[config.mk]
export PLATFORM = sky130hd
export DESIGN_NAME = pwm_timer
export DESIGN_NICKNAME = d
export VERILOG_FILES = /design/src/rtl/pwm_timer_pkg.sv /design/src/rtl/pwm_prescale.sv /design/src/rtl/pwm_regs.sv /design/src/rtl/pwm_chan.sv /design/src/rtl/pwm_timer.sv
export SDC_FILE = /design/constraint.sdc
export NUM_CORES = 1
export LEC_CHECK = 0
export ABC_AREA = 1
export BUFFER_PORTS_ARGS = -buffer_cell sky130_fd_sc_hd__buf_4
export CAP_MARGIN = 20
export CORE_ASPECT_RATIO = 0.6
export CORE_UTILIZATION = 45
export DETAILED_ROUTE_END_ITERATION = 16
export PLACE_DENSITY = 0.61
export SLEW_MARGIN = 40
export SYNTH_ARGS = -nofsm -noshare
export SYNTH_HDL_FRONTEND = slang
export SYNTH_SLANG_ARGS = --single-unit
[constraint.sdc]
create_clock -name clk -period 3.98 [get_ports clk]
set_input_delay 0.398 -clock clk [delete_from_list [all_inputs] [get_ports clk]]
set_output_delay 0.398 -clock clk [all_outputs]
set_load 0.1 [all_outputs]
[src/rtl/pwm_timer_pkg.sv]
package pwm_timer_pkg;
  localparam int NCH    = 5;
  localparam int NPWM   = 4;
  localparam int ADDR_W = 5;
  localparam int GRP_W  = 4;
  localparam int DSEL_W = 4;

  localparam int B_RUN  = 0;
  localparam int B_LOAD = 1;
  localparam int B_INV  = 2;
  localparam int B_ARL  = 3;

  localparam logic [1:0] BANK_CFG = 2'b00;
  localparam logic [1:0] BANK_CNT = 2'b01;
  localparam logic [1:0] BANK_CMP = 2'b10;
  localparam logic [1:0] BANK_OBS = 2'b11;

  localparam logic [2:0] IDX_PRESCALE = 3'd0;
  localparam logic [2:0] IDX_DIVSEL   = 3'd1;
  localparam logic [2:0] IDX_CTRL     = 3'd2;

  // low bits of the divide counter that must all be one for a tick
  function automatic logic [DSEL_W-1:0] div_mask(input logic [DSEL_W-1:0] code);
    case (code)
      4'd0:    div_mask = 4'b0000;
      4'd1:    div_mask = 4'b0001;
      4'd2:    div_mask = 4'b0011;
      4'd3:    div_mask = 4'b0111;
      default: div_mask = 4'b1111;
    endcase
  endfunction
endpackage

[src/rtl/pwm_prescale.sv]
module pwm_prescale #(
  parameter int PS_W = 8
) (
  input  logic            clk,
  input  logic            rst_n,
  input  logic [PS_W-1:0] ps_val,
  output logic            ps_tick,
  output logic [3:0]      div_cnt
);
  logic [PS_W-1:0] ps_cnt;

  assign ps_tick = (ps_cnt == ps_val);

  always_ff @(posedge clk) begin
    if (!rst_n) begin
      ps_cnt  <= '0;
      div_cnt <= '0;
    end else begin
      if (ps_cnt >= ps_val) ps_cnt <= '0;
      else                  ps_cnt <= ps_cnt + 1'b1;
      if (ps_tick) div_cnt <= div_cnt + 4'd1;
    end
  end

  assert_ps_wrap_R5: assert property (@(posedge clk) disable iff (!rst_n)
    ps_tick |=> ps_cnt == '0);
  assert_div_step_R5: assert property (@(posedge clk) disable iff (!rst_n)
    ps_tick |=> div_cnt == $past(div_cnt) + 4'd1);
endmodule

[src/rtl/pwm_regs.sv]
module pwm_regs
  import pwm_timer_pkg::*;
#(
  parameter int CNT_W = 16,
  parameter int PS_W  = 8,
  parameter int DW    = 32
) (
  input  logic                            clk,
  input  logic                            rst_n,
  input  logic                            wr,
  input  logic [ADDR_W-1:0]               addr,
  input  logic [DW-1:0]                   wdata,
  output logic [DW-1:0]                   rdata,
  output logic [1:0][PS_W-1:0]            ps_val,
  output logic [NCH-1:0][DSEL_W-1:0]      div_sel,
  output logic [NCH-1:0]                  run,
  output logic [NCH-1:0]                  load,
  output logic [NCH-1:0]                  inv,
  output logic [NCH-1:0]                  arl,
  output logic [NCH-1:0][CNT_W-1:0]       cnt_buf,
  output logic [NPWM-1:0][CNT_W-1:0]      cmp_buf,
  input  logic [NCH-1:0][CNT_W-1:0]       live_cnt
);
  logic [1:0] bank;
  logic [2:0] idx;
  assign bank = addr[4:3];
  assign idx  = addr[2:0];

  logic unused_wbits;
  assign unused_wbits = ^wdata[DW-1:GRP_W*NCH];

  always_ff @(posedge clk) begin
    if (!rst_n) begin
      ps_val  <= '0;
      div_sel <= '0;
      run     <= '0;
      load    <= '0;
      inv     <= '0;
      arl     <= '0;
      cnt_buf <= '0;
      cmp_buf <= '0;
    end else if (wr) begin
      if (bank == BANK_CFG && idx == IDX_PRESCALE) begin
        ps_val[0] <= wdata[PS_W-1:0];
        ps_val[1] <= wdata[PS_W +: PS_W];
      end
      if (bank == BANK_CFG && idx == IDX_DIVSEL)
        for (int c = 0; c < NCH; c++) div_sel[c] <= wdata[DSEL_W*c +: DSEL_W];
      if (bank == BANK_CFG && idx == IDX_CTRL)
        for (int c = 0; c < NCH; c++) begin
          run[c]  <= wdata[GRP_W*c + B_RUN];
          load[c] <= wdata[GRP_W*c + B_LOAD];
          inv[c]  <= (c < NPWM) ? wdata[GRP_W*c + B_INV] : 1'b0;
          arl[c]  <= wdata[GRP_W*c + B_ARL];
        end
      if (bank == BANK_CNT)
        for (int c = 0; c < NCH; c++)
          if (idx == 3'(c)) cnt_buf[c] <= wdata[CNT_W-1:0];
      if (bank == BANK_CMP)
        for (int c = 0; c < NPWM; c++)
          if (idx == 3'(c)) cmp_buf[c] <= wdata[CNT_W-1:0];
    end
  end

  always_comb begin
    rdata = '0;
    case (bank)
      BANK_CFG: begin
        if (idx == IDX_PRESCALE) rdata[2*PS_W-1:0] = {ps_val[1], ps_val[0]};
        if (idx == IDX_DIVSEL)
          for (int c = 0; c < NCH; c++) rdata[DSEL_W*c +: DSEL_W] = div_sel[c];
        if (idx == IDX_CTRL)
          for (int c = 0; c < NCH; c++)
            rdata[GRP_W*c +: GRP_W] = {arl[c], inv[c], load[c], run[c]};
      end
      BANK_CNT: if (int'(idx) < NCH)  rdata[CNT_W-1:0] = cnt_buf[idx];
      BANK_CMP: if (int'(idx) < NPWM) rdata[CNT_W-1:0] = cmp_buf[idx[1:0]];
      default:  if (int'(idx) < NCH)  rdata[CNT_W-1:0] = live_cnt[idx];
    endcase
  end

  assert_no_ival_inv_R10: assert property (@(posedge clk) disable iff (!rst_n)
    !inv[NCH-1]);
endmodule

[src/rtl/pwm_chan.sv]
module pwm_chan #(
  parameter int CNT_W   = 16,
  parameter bit HAS_CMP = 1'b1
) (
  input  logic             clk,
  input  logic             rst_n,
  input  logic             tick,
  input  logic             run,
  input  logic             load,
  input  logic             inv,
  input  logic             arl,
  input  logic [CNT_W-1:0] buf_cnt,
  input  logic [CNT_W-1:0] buf_cmp,
  output logic [CNT_W-1:0] cnt_o,
  output logic             out_o
);
  logic [CNT_W-1:0] cnt_q, cmp_q, dec;
  logic             raw_q, step, at_zero, hit;

  assign step    = run && tick && !load;
  assign at_zero = (cnt_q == '0);
  assign dec     = cnt_q - 1'b1;
  assign hit     = HAS_CMP && (dec == cmp_q);

  always_ff @(posedge clk) begin
    if (!rst_n) begin
      cnt_q <= '0;
      cmp_q <= '0;
      raw_q <= 1'b0;
    end else if (load) begin
      cnt_q <= buf_cnt;
      cmp_q <= buf_cmp;
      raw_q <= 1'b0;
    end else if (step) begin
      if (at_zero) begin
        if (arl) begin
          cnt_q <= buf_cnt;
          cmp_q <= buf_cmp;
          raw_q <= 1'b0;
        end
      end else begin
        cnt_q <= dec;
        if (hit) raw_q <= 1'b1;
      end
    end
  end

  assign cnt_o = cnt_q;
  assign out_o = HAS_CMP ? (raw_q ^ inv) : 1'b0;

  assert_load_copy_R3: assert property (@(posedge clk) disable iff (!rst_n)
    load |=> cnt_q == $past(buf_cnt));
  assert_hold_R4: assert property (@(posedge clk) disable iff (!rst_n)
    (!load && !step) |=> $stable(cnt_q));
  assert_step_R4: assert property (@(posedge clk) disable iff (!rst_n)
    (step && !at_zero) |=> cnt_q == $past(cnt_q) - 1'b1);
  assert_rise_on_match_R6: assert property (@(posedge clk) disable iff (!rst_n)
    $rose(raw_q) |-> cnt_q == cmp_q);
  assert_reload_R8: assert property (@(posedge clk) disable iff (!rst_n)
    (step && at_zero && arl) |=> (cnt_q == $past(buf_cnt)) && !raw_q);
  assert_park_R8: assert property (@(posedge clk) disable iff (!rst_n)
    (step && at_zero && !arl) |=> at_zero && $stable(raw_q));
endmodule

[src/rtl/pwm_timer.sv]
module pwm_timer
  import pwm_timer_pkg::*;
#(
  parameter int CNT_W = 16,
  parameter int PS_W  = 8,
  parameter int DW    = 32
) (
  input  logic              clk,
  input  logic              rst_n,
  input  logic              reg_wr,
  input  logic [ADDR_W-1:0] reg_addr,
  input  logic [DW-1:0]     reg_wdata,
  output logic [DW-1:0]     reg_rdata,
  output logic [NPWM-1:0]   pwm_out
);
  logic [1:0][PS_W-1:0]         ps_val;
  logic [NCH-1:0][DSEL_W-1:0]   div_sel;
  logic [NCH-1:0]               run, load, inv, arl, ch_tick, ch_out;
  logic [NCH-1:0][CNT_W-1:0]    cnt_buf, live_cnt;
  logic [NPWM-1:0][CNT_W-1:0]   cmp_buf;
  logic [1:0]                   ps_tick;
  logic [1:0][3:0]              div_cnt;

  pwm_regs #(.CNT_W(CNT_W), .PS_W(PS_W), .DW(DW)) u_regs (
    .clk(clk), .rst_n(rst_n), .wr(reg_wr), .addr(reg_addr),
    .wdata(reg_wdata), .rdata(reg_rdata),
    .ps_val(ps_val), .div_sel(div_sel),
    .run(run), .load(load), .inv(inv), .arl(arl),
    .cnt_buf(cnt_buf), .cmp_buf(cmp_buf), .live_cnt(live_cnt)
  );

  for (genvar g = 0; g < 2; g++) begin : g_ps
    pwm_prescale #(.PS_W(PS_W)) u_ps (
      .clk(clk), .rst_n(rst_n), .ps_val(ps_val[g]),
      .ps_tick(ps_tick[g]), .div_cnt(div_cnt[g])
    );
  end

  for (genvar c = 0; c < NCH; c++) begin : g_ch
    localparam int GRP = (c < 2) ? 0 : 1;
    logic [DSEL_W-1:0] msk;
    assign msk        = div_mask(div_sel[c]);
    assign ch_tick[c] = ps_tick[GRP] && ((div_cnt[GRP] & msk) == msk);

    if (c < NPWM) begin : g_pwm
      pwm_chan #(.CNT_W(CNT_W), .HAS_CMP(1'b1)) u_ch (
        .clk(clk), .rst_n(rst_n), .tick(ch_tick[c]), .run(run[c]),
        .load(load[c]), .inv(inv[c]), .arl(arl[c]),
        .buf_cnt(cnt_buf[c]), .buf_cmp(cmp_buf[c]),
        .cnt_o(live_cnt[c]), .out_o(ch_out[c])
      );
    end else begin : g_ival
      pwm_chan #(.CNT_W(CNT_W), .HAS_CMP(1'b0)) u_ch (
        .clk(clk), .rst_n(rst_n), .tick(ch_tick[c]), .run(run[c]),
        .load(load[c]), .inv(inv[c]), .arl(arl[c]),
        .buf_cnt(cnt_buf[c]), .buf_cmp('0),
        .cnt_o(live_cnt[c]), .out_o(ch_out[c])
      );
    end
  end

  assign pwm_out = ch_out[NPWM-1:0];

  logic unused_ival_out;
  assign unused_ival_out = ch_out[NCH-1];

  assert_tick_needs_ps_R5: assert property (@(posedge clk) disable iff (!rst_n)
    ch_tick[NCH-1] |-> ps_tick[1]);
  assert_idle_after_load_R3: assert property (@(posedge clk) disable iff (!rst_n)
    (load[0] && !inv[0]) |=> !pwm_out[0]);
endmodule

**After elaboration in Yosys (flattened, before gate mapping)**

Index checks and enable logic that the tools add are counted.

- Word-level logic and storage cells: 253
- Bits in registers: 371
- Output and inout bits: 36
- Bits of input ports: 40

- Mux-type cells: 67
- Bitwise gates (word level): 10
- Magnitude comparators: 6
- Add/subtract/negate cells: 9
- Equal/unequal tests: 41
- Reductions and logical operators: 83

Operator list:

| cell | number |
|---|---|
| $mux 16 | 43 |
| $bmux 16 s3 | 2 |
| $logic_not 16->1 | 5 |
| $pmux 4 s4 | 5 |
| $sub 16x1->16 const B | 5 |
| $eq 16x16->1 | 4 |
| $reduce_and 3->1 | 17 |
| $pmux 16 s3 | 1 |
| $eq 4x2->1 const B | 10 |
| $mux 20 | 2 |
| $reduce_bool 2->1 | 17 |
| $bmux 16 s2 | 1 |
| $and 4x4->4 | 5 |
| $eq 4x1->1 const B | 5 |
| $eq 4x4->1 | 5 |
| $logic_not 4->1 | 5 |
| $logic_and 1x1->1 | 18 |
| $add 8x1->8 const B | 2 |
| $eq 8x8->1 | 2 |
| $ge 8x8->1 | 2 |
| $reduce_and 2->1 | 8 |
| $ne 3x3->1 const B | 5 |
| $mux 1 | 12 |
| $reduce_or 2->1 | 6 |
| 16 further kinds | 29 |

**Depth between registers and ports, before layout**

- Depth after elaboration: 9
- Mapped depth: 18
- Depth with buffers taken out: 18

**Hierarchy**

Synthesis repeated with hierarchy kept, for this count alone.

- Cell total of the unflattened synthesis: 3,385
- Area, all modules: 21,754.6 µm²

Modules (own cells, without submodules):

| module | sequential area each (µm²) | area an instance (µm²) | cells each | times used |
|---|---|---|---|---|
| pwm_regs | 3,983.8 | 9,784.4 | 1,493 | 1 |
| pwm_chan at g_ch[0].g_pwm.u_ch ... | 660.6 | 2,194.6 | 342 | 4 |
| pwm_chan at g_ch[4].g_ival.u_ch | 320.3 | 1,367.6 | 253 | 1 |
| pwm_prescale at g_ps[1].u_ps | 240.2 | 800.8 | 103 | 1 |
| pwm_prescale at g_ps[0].u_ps | 240.2 | 755.7 | 103 | 1 |
| pwm_timer | 0.0 | 267.8 | 65 | 1 |

**Worst setup path after synthesis**

Ideal clock, no wire load.

- Path kind: input to output
- From: in reg_addr[0]
- To: out reg_rdata[16]
- Slack: 0.190 ns
- Arrival time: 3.392 ns
- Cell stages on the path: 6
- Buffers on the path: 1
- Required time: 3.582 ns
- Cell sequence: inv_2 nand2_2 nor2_4 inv_2 clkbuf_1 o32ai_1

- Longest elaborated chain between the ends: 4
- Elaborated cells on any way between the ends: 5
- Classes of those cells: eq/ne (2); mux (3)

Ends and longest elaborated chain:

| element | RTL line | text |
|---|---|---|
| start, declared | pwm_timer.sv:11 | `input logic [ADDR_W-1:0] reg_addr,` |
| $eq 3x1->1 | pwm_regs.sv:70 | `if (idx == IDX_DIVSEL)` |
| $mux 20 | pwm_regs.sv:70 |  |
| $mux 20 (*) | pwm_regs.sv:72 | `if (idx == IDX_CTRL)` |
| $mux 4 (*) | pwm_regs.sv:67 | `case (bank)` |
| end, declared | pwm_timer.sv:13 | `output logic [DW-1:0] reg_rdata,` |

Mark *: on every way between the ends. The rest lies on a longest branch, timed or not.

**Final worst setup path**

- From: in reg_addr[0]
- To: out reg_rdata[7]

- Longest elaborated chain between the ends: 5
- Elaborated cells on any way between the ends: 18
- Classes of those cells: order compare (2); eq/ne (2); mux (13); reduce/logical (1)

Ends and longest elaborated chain:

| element | RTL line |
|---|---|
| parallel branches: the longest is 4 deep, another holds $bmux 16 s3 | - |
| $pmux 16 s3 (*) | pwm_regs.sv:67 |

Mark *: on every way between the ends. The select of a mux whose other input is x is not followed.

==> flow_metrics.py <==
metrics = {
    "floorplan": {
        "io_pins": 76,
        "die_y_um": 166,
        "core_area_um2": 43600,
        "die-area_um2": 45500,
        "dieWidth_um": 275,
        "start_util_pct": 46.0,
        "rows": 59,
    },
    "synthesis": {
        "ys.flop_type": "dfxtp_1",
        "synth_top_area_share_pct": 37.0,
        "synth.top_cells.by_count": "nor2_1 (469), nand2_1 (439), o21ai_0 (395)",
        "ys_ff_latch": 371,
        "synth_top_family_by_area": "simple AND/OR/NAND/NOR gates",
        "synth_most_common_cell": "nor2_1",
        "syn_area_um2": 20100,
        "synth_area_leaders": "dfxtp_1 (37%), o21ai_0 (9.9%), nor2_1 (8.8%)",
        "synth_area_leader_cell": "dfxtp_1",
        "synth_seq_area_share_pct": 37.0,
        "avgSynthCellArea_um2": 6.72,
        "synthMuxAreaShare_pct": 0.0499,
        "synthSimpleGateAreaFrac_pct": 25.4,
        "ys_types": 48,
        "syn_inst": 2985,
        "synth_xor_area_share_pct": 2.57,
        "synth-adder-area-share_pct": 1.87,
        "synth_async_sr_flop_share_pct": 0,
        "synth-edff-count": 0,
        "synth_compound_gate_area_share_pct": 23.3,
        "yosysWarnings": 0,
    },
    "timing": {
        "grt_setup_unrepaired": "false",
        "setup_viol": 0,
        "final.setup.tns_ns": 0,
        "tightest_slew_ns": 0.860,
        "setup_slack_ns": 0.640,
        "timing.final.crit_share_pct": 83.9,
        "post-route-min-period_ns": 3.34,
        "slew_headroom_pct": 42.6,
        "clock_skew_ns": 0.0281,
        "finalHoldViolCount": 0,
        "slew_viol_final": 0,
        "max_freq_ghz": 0.299,
    },
    "power_and_ir_drop": {
        "leakage_nw": 9.11,
        "power_frac_comb_pct": 15.4,
        "p_sw_mw": 2.77,
        "seq_power_share_pct": 42.0,
        "ir_drop_v": 0.000276,
        "power_density_nw_per_um2": 418,
        "power_frac_clock_pct": 42.6,
        "switching_share_pct": 30.3,
        "p_int_mw": 6.37,
    },
    "status": {
        "status": "completed",
    },
    "setup_path": {
        "slowest_delay_ns": 0.51,
        "path_cells": "buf_4 > inv_2 > nor2_4 > inv_2 > nor2_4 > inv_2 > o22ai_1 > o21ai_0 > o2111ai_1 > buf_4",
        "crit_type": "in -> out",
        "cp_slowest_cell": "o21ai_0",
        "path_max_fanout": 28,
        "path_common_cell": "inv_2",
        "cp.required_ns": 3.58,
        "cp_data_arrival_time_ns": 2.94,
        "cp-end-kind": "primary output",
        "worstSetupStartpointType": "primary input",
    },
    "route": {
        "finalWirelength_mm": 83.0,
        "drcViolationCount": 0,
        "dr.pass1.iters": 6,
        "antenna_left": 0,
        "vias": 21030,
        "drt_iter0_drc": 3217,
        "wl_per_cell_um": 23.4,
        "viasPerCell": 5.94,
    },
    "clocking": {
        "hold_buffers": 0,
        "clk_latency_ns": 0.57,
        "cts.clk_slew.worst_paths_ns": 0.06,
        "cts_resized": 0,
        "tritoncts": "done",
        "post_cts_buffers": 0,
        "clock-sinks": 371,
        "cts_made_buffers": 39,
        "clockBufferDepth": 3,
        "cts_htree_levels": 2,
        "cts_root_buffer": "clkbuf_16",
    },
    "global_routing": {
        "grt_pass1_vias": 18260,
        "use_met3_pct": 8.04,
        "grt_usage_pct": 36.2,
        "grt_max_degree": 148,
        "grt_first_pass_wirelength_mm": 121,
        "antenna_found_initial": 0,
        "grt_util_met2_pct": 49.2,
        "grt_busiest_layer": "met1",
        "overflow": 0,
        "use_met1_pct": 55.4,
    },
    "place": {
        "port_buffers": 51,
        "gp_congestion": 0.999,
        "dp_hpwl_mm": 60.8,
        "post-place-ws_ns": 0.746,
    },
    "layout": {
        "final_nets": 3002,
        "fin_util_pct": 50.2,
        "drive_above_1_share_pct": 7.73,
        "area_delta_synth_final_pct": 9.18,
    },
    "job": {
        "max_cap_violations": 0,
    },
    "min_path": {
        "min_path_type": "in -> reg",
    },
}
[kinds of logic (layout without fill, tap and decap cells)]
family                     count (synthesis)  count (layout)
AOI/OAI and AO/OA                        856             856
xor gates and xnor gates                  51              51
adders and majority gates                 30              30
buffers and inverters                    478             443
DFF                                      371             371
muxes                                      1               1
other                                      1              13
and+or+nand+nor                         1197            1197
[sequential cells by signal (all words and copies together), names as in the netlist, 8 cells and up]
signal,count
g_ch.g_pwm.u_ch.cmp_q,64
g_ps.u_ps.ps_cnt,16
g_ch.g_pwm.u_ch.cnt_o,64
u_regs.cnt_buf,80
u_regs.ps_val,16
u_regs.div_sel,20
g_ch.g_ival.u_ch.cnt_o,16
u_regs.cmp_buf,64
g_ps.u_ps.div_cnt,8
[final timing paths]
kind | start | end | slack (ns) | cells after the start
setup / recovery | reg_addr[0] | reg_rdata[7] | 0.64 | 10
hold / removal | reg_wdata[19] | u_regs.div_sel[19] | 0.08 | 3
setup reg to reg | u_regs.ps_val[15] | g_ch[3].g_pwm.u_ch.cmp_q[9] | 1.00 | 13
hold reg to reg | g_ps[0].u_ps.div_cnt[3] | g_ps[0].u_ps.div_cnt[3] | 0.45 | 2
[final cells by class]
cell class / count / area (um^2)
repair buffers: 67 / 538
clock buffers: 53 / 1080
inverters: 306 / 1150
flip-flops and latches: 371 / 7430
fillers: 4316 / 21700
diodes: 1 / 2.50
well taps: 579 / 724
clock inverters: 17 / 231
multi-input cells: 2147 / 10700
[stage by stage]
step	cell area, um^2	hold WS (ns)	std cells	total power [mW]
after floorplan	20100	0.428	2996	4.90
after global placement	20600	0.438	3469	5.26
after detailed placement	20600	0.451	3469	5.28
after CTS	21900	0.0738	3539	9.13
after global routing	21900	0.104	3540	9.46
final	21900	0.0807	3541	9.14
[worst max-delay path: cells and delay by family]
kind,cells,cell delay [ns]
buf+inv,5,1.36
compound gates,3,0.96
simple gates,2,0.20
[cell usage in the layout, fill, tap and decap left out, drive strengths merged, types with 16 or more instances in the layout]
master  netlist  layout
nand2       450     450
o211ai       29      29
nor3         18      18
a22oi        16      16
nor2        510     510
nand4        16      16
inv         305     309
ha           30      30
a31oi        17      17
dfxtp       371     371
a21oi       230     230
nand3       185     185
xor2         38      38
o221ai       24      24
buf          66      66
o21ai       474     474
clkbuf      106      54
o22ai        32      32
[power groups by stage]
stage	registers, mW	clock network [mW]	logic, mW
after detailed placement	3.92	0	1.37
after global placement	3.92	0	1.35
after global routing	3.84	4.09	1.53
after CTS	3.83	3.92	1.37
final	3.84	3.90	1.41
after floorplan	3.89	0	1.00
[metal layers]
layer	share of wire (%)	routed length [um]
met5	0	0
met4	3.1	2560
met3	11	9510
met2	38	31900
met1	47	39000
Power figures use the tool's default switching activity.
